<file path="src/rtl/ecc_syn_pkg.sv">
// Shared types for the ECC syndrome checker.
// Assumes: the class codes below are visible at the top-level status port.
package ecc_syn_pkg;

    // Outcome of one chunk check; bit 0 set marks a failing chunk.
    typedef enum logic [1:0] {
        ECC_CLEAN    = 2'b00,
        ECC_CODE_ERR = 2'b01,
        ECC_FIXED    = 2'b10,
        ECC_FATAL    = 2'b11
    } ecc_class_e;

endpackage

</file>
<file path="src/rtl/ecc_syn_classify.sv">
// Second stage of one lane: turns the stage-one flags into a class and,
// for a correctable chunk, into a byte index and one-hot bit mask.
// Assumes: load pulses one cycle after the stage-one capture.
module ecc_syn_classify
    import ecc_syn_pkg::*;
#(
    parameter int HALF_W    = 11,
    parameter int BIT_SEL_W = 3
) (
    input  logic                                clk,
    input  logic                                rst_n,
    input  logic                                load,
    input  logic [2*HALF_W-1:0]                 s1_syn,
    input  logic                                s1_skip,
    input  logic                                s1_pair,
    input  logic [$clog2(2*HALF_W+1)-1:0]       s1_cnt,
    output ecc_class_e                          cls,
    output logic [HALF_W-BIT_SEL_W-1:0]         idx,
    output logic [(1<<BIT_SEL_W)-1:0]           mask
);
    localparam int CNT_W  = $clog2(2 * HALF_W + 1);
    localparam int IDX_W  = HALF_W - BIT_SEL_W;
    localparam int MASK_W = 1 << BIT_SEL_W;

    ecc_class_e        cls_c;
    logic [IDX_W-1:0]  idx_c;
    logic [MASK_W-1:0] mask_c;

    // Purpose: priority decision over the syndrome classes.
    always_comb begin
        if (s1_skip) begin
            cls_c = ECC_CLEAN;
        end else if (s1_cnt == CNT_W'(1)) begin
            cls_c = ECC_CODE_ERR;
        end else if ((s1_cnt == CNT_W'(HALF_W)) && s1_pair) begin
            cls_c = ECC_FIXED;
        end else begin
            cls_c = ECC_FATAL;
        end
    end

    // Purpose: location outputs, forced to zero unless correctable.
    always_comb begin
        idx_c  = '0;
        mask_c = '0;
        if (cls_c == ECC_FIXED) begin
            idx_c  = s1_syn[HALF_W-1:BIT_SEL_W];
            mask_c = MASK_W'(1) << s1_syn[BIT_SEL_W-1:0];
        end
    end

    // Purpose: register the lane result and hold it until the next check.
    always_ff @(posedge clk) begin
        if (!rst_n) begin
            cls  <= ECC_CLEAN;
            idx  <= '0;
            mask <= '0;
        end else if (load) begin
            cls  <= cls_c;
            idx  <= idx_c;
            mask <= mask_c;
        end
    end

endmodule

</file>
<file path="config.mk">
export PLATFORM = sky130hd
export DESIGN_NAME = ecc_syn_classify
export DESIGN_NICKNAME = d
export VERILOG_FILES = /design/src/rtl/ecc_syn_pkg.sv /design/src/rtl/ecc_syn_classify.sv
export SDC_FILE = /design/constraint.sdc
export NUM_CORES = 1
export LEC_CHECK = 0
export BUFFER_PORTS_ARGS = -buffer_cell sky130_fd_sc_hd__buf_2
export CAP_MARGIN = 0
export CORE_MARGIN = 1.5
export CORE_UTILIZATION = 35
export CTS_BUF_LIST = sky130_fd_sc_hd__clkbuf_2 sky130_fd_sc_hd__clkbuf_4 sky130_fd_sc_hd__clkbuf_8
export CTS_CLUSTER_SIZE = 16
export DETAILED_ROUTE_END_ITERATION = 10
export PLACE_DENSITY = 0.71
export SLEW_MARGIN = 10
export SYNTH_ARGS = -nofsm -noshare
export SYNTH_HDL_FRONTEND = slang
export SYNTH_SLANG_ARGS = --single-unit
</file>
<file path="constraint.sdc">
create_clock -name clk -period 1 [get_ports clk]
set_input_delay 0.15 -clock clk [delete_from_list [all_inputs] [get_ports clk]]
set_output_delay 0.15 -clock clk [all_outputs]
set_load 0.01 [all_outputs]
</file>
==> impl_metrics.yaml <==
run_status:
  status: "completed"
critical_path:
  critical_path_cell_by_cell: "buf_2"
  worstSetupPathType: "flip-flop to output pin"
  crit_family: "flip-flops"
  critPathCaptureType: "output pin"
  critical-path-slowest-cell: "sky130_fd_sc_hd__dfxtp_1"
  worst-endpoint-required_ps: 850
  timing.rr.end: "cls[1]"
  cp-start-kind: "flip-flop"
  critical_path_arrival_ps: 770
  highest_fanout_seen_on_the_critical_path: 2
  critical_path.n_buffers_inverters: 1
  reg2reg_slack_ps: 300
  worst_stage_delay_on_the_critical_path_ps: 350
  crit-reg2reg-launch: "cls[1]"
  reg2regPathDepth: 3
drt:
  route.detailed.wl_per_inst_um: 11.38
  ant_nets: 0
  drt-initial-drc-count: 9
  detail_route.first_pass.iterations: 4
  vias_per_cell: 4.800
  routed_wirelength_mm: 1.479
  via_count: 624
  drc_errors: 0
cts:
  cts-hold-fix-buffers: 0
  cts_made_buffers: 3
  clock_transition_at_path_regs_ps: 100
  ctsHtreeMaxLevel: 1
  cts_tree: "done"
  clock_latency_ps: 280
  cts_resized: 0
  post_cts_buffers: 0
  ctsLongestPathBuffers: 2
  cts_root_buffer: "sky130_fd_sc_hd__clkbuf_4"
  cts_num_sinks: 18
sta:
  setup-violations-final: 0
  drv_slew: 0
  slew-limit-headroom_pct: 60.21
  totalNegativeSetupSlack_ps: 0
  achievable_clock_frequency_mhz: 1085
  min_period_over_period_pct: 92.13
  worstMarginPinSlew_ps: 596.2
  final.min_clock_period_ps: 921.3
  unrepaired_setup_endpoints_after_global_routing: "no"
  timing_hold_violations_final: 0
  fin_worst_skew_ps: 0
worst_hold_path:
  hold_path_depth: 2
  min_delay_worst_endpoint: "idx[7]"
  hold_path.class: "input pin to flip-flop"
  hold_path_startpoint: "s1_syn[10]"
synthesis:
  synth_area_um2: 678.2
  synth_fp_nets: 90
  synth_cells: 58
  ys_ff_latch: 18
  synthesis.area_per_instance_um2: 11.69
  synth_cell_types: 21
  yosysSeqAreaShare_pct: 53.14
  count_of_yosys_warnings_during_synthesis: 0
flow_run:
  max_cap_violations: 0
floorplanning:
  initial_standard_cell_utilization_of_the_core_pct: 38.44
  fp.dieArea_um2: 2210
  die-width_um: 47.02
  floorplan.rows: 15
  count_of_pins_on_the_block_boundary: 50
  core_area_um2: 1764
  die_h_um: 47.02
global_route:
  grt_usage_pct: 14.40
  wire_length_of_the_first_global_routing_pass_mm: 2.249
  grt_pass1_vias: 565
  grt_start_max_net_pins: 17
  grt_overflow_total: 0
  grt_antenna_before_repair: 0
power:
  finalPower_mw: 1.273
  ir_drop_mv: 0.7106
  power_leakage_nw: 0.4796
  power.density_nw_per_um2: 1308
  pwr-share-comb_pct: 9.2
  power.share.sequential_pct: 56.8
  share_clk_of_total_power_pct: 34.0
  cellInternalPower_mw: 1.001
  switching_share_pct: 21.39
  power_switching_mw: 0.2724
final_layout:
  area_growth_pct: 43.54
  antenna-diode-count: 0
  layout.filler_cells: 183
  nNetsFinal: 138
  final_layout_size_suffix_gt1_share_pct: 51.43
place:
  hpwl_mm: 1.167
  buffer_ports.inserted: 38
  routabilityCongestion: 0.6959
==> cells in the mapped netlist <==
cell | n | share of area (%)
sky130_fd_sc_hd__nor3_2 | 2 | 3.0
sky130_fd_sc_hd__nand4bb_4 | 1 | 4.1
sky130_fd_sc_hd__and3_1 | 1 | 0.92
sky130_fd_sc_hd__nand2b_2 | 1 | 1.3
sky130_fd_sc_hd__nand3b_1 | 1 | 1.1
sky130_fd_sc_hd__o21ai_0 | 1 | 0.74
sky130_fd_sc_hd__inv_1 | 3 | 1.7
sky130_fd_sc_hd__nand2_1 | 1 | 0.55
sky130_fd_sc_hd__nor3b_1 | 1 | 1.1
sky130_fd_sc_hd__nor2_2 | 1 | 0.92
sky130_fd_sc_hd__buf_4 | 1 | 1.1
sky130_fd_sc_hd__nor4b_1 | 1 | 1.3
sky130_fd_sc_hd__a22o_1 | 14 | 18
sky130_fd_sc_hd__nand3_1 | 1 | 0.74
sky130_fd_sc_hd__nand4_1 | 1 | 0.92
sky130_fd_sc_hd__nor3_4 | 1 | 2.4
sky130_fd_sc_hd__o31ai_1 | 1 | 1.1
sky130_fd_sc_hd__a32o_1 | 2 | 3.0
sky130_fd_sc_hd__dfxtp_1 | 18 | 53
sky130_fd_sc_hd__nor3_1 | 1 | 0.74
sky130_fd_sc_hd__nor2_1 | 4 | 2.2
==> through the flow <==
| stage | std cells | setup WS (ps) | area (um^2) | hold slack, ps | utilization, % |
|---|---|---|---|---|---|
| 2_1_floorplan | 58 | 133.3 | 678.2 | 275.5 | - |
| 3_3_place_gp | 126 | -106.2 | 937.1 | 363.9 | 53.12 |
| 3_5_place_dp | 126 | -141.8 | 937.1 | 365.7 | 53.12 |
| 4_1_cts | 130 | 57.61 | 973.4 | 60.53 | 55.18 |
| 5_1_grt | 130 | 27.71 | 973.4 | 61.20 | 55.18 |
| 6_report | 130 | 78.67 | 973.4 | 71.26 | 55.18 |
==> logic make-up (layout without fill, tap and decap cells) <==
logic type | Yosys count | in the layout | synth area share (%)
buf+inv | 4 | 51 | 2.768
simple gates | 18 | 18 | 21.22
compound gates | 18 | 18 | 22.88
flops | 18 | 18 | 53.14
==> cells in the final DEF, fill, tap and decap left out, types with 2 or more instances in the layout <==
cell type | Yosys | routed
sky130_fd_sc_hd__nor2_1 | 4 | 4
sky130_fd_sc_hd__nor3_2 | 2 | 2
sky130_fd_sc_hd__buf_4 | 1 | 6
sky130_fd_sc_hd__clkbuf_4 | 0 | 3
sky130_fd_sc_hd__a32o_1 | 2 | 2
sky130_fd_sc_hd__inv_1 | 3 | 3
sky130_fd_sc_hd__a22o_1 | 14 | 14
sky130_fd_sc_hd__buf_2 | 0 | 38
sky130_fd_sc_hd__dfxtp_1 | 18 | 18
==> layer usage <==
metal / track usage, % / vias up / share of wire, %
met5: 0 / - / 0
met4: 8.333 / 0 / 0.81
met3: 3.462 / 2 / 6.9
met2: 22.47 / 25 / 47
met1: 18.08 / 280 / 46
li1: - / 317 / -
==> power by group through the flow <==
stage	Sequential, mW	Clock, mW	Combinational, mW
final	0.724	0.433	0.117
after global routing	0.725	0.474	0.128
after CTS	0.724	0.445	0.118
after detailed placement	0.740	0	0.117
after global placement	0.741	0	0.114
after floorplan	0.743	0	0.0416
==> state kept, by name (all words and copies together), names as in the netlist <==
| signal | cells |
|---|---|
| mask | 8 |
| cls | 2 |
| idx | 8 |
==> layout make-up <==
| cell class | count | area [um^2] | area share, % |
|---|---|---|---|
| clock buffers | 4 | 36.28 | 3.728 |
| inverters | 3 | 11.26 | 1.157 |
| repair buffers | 44 | 235.2 | 24.16 |
| flip-flops and latches | 18 | 360.3 | 37.02 |
| well taps | 25 | 31.28 | 3.213 |
| multi-input cells | 36 | 299.0 | 30.72 |
==> worst max-delay path by stage <==
stage | to | from | cells after the start
after floorplan | idx[0] | s1_pair | 3
after global placement | idx[6] | rst_n | 4
after detailed placement | mask[7] | rst_n | 4
after CTS | mask[7] | mask[7] | 1
after global routing | mask[7] | mask[7] | 1
final | mask[7] | mask[7] | 1
Note: power is estimated with default switching activity, not from simulation.
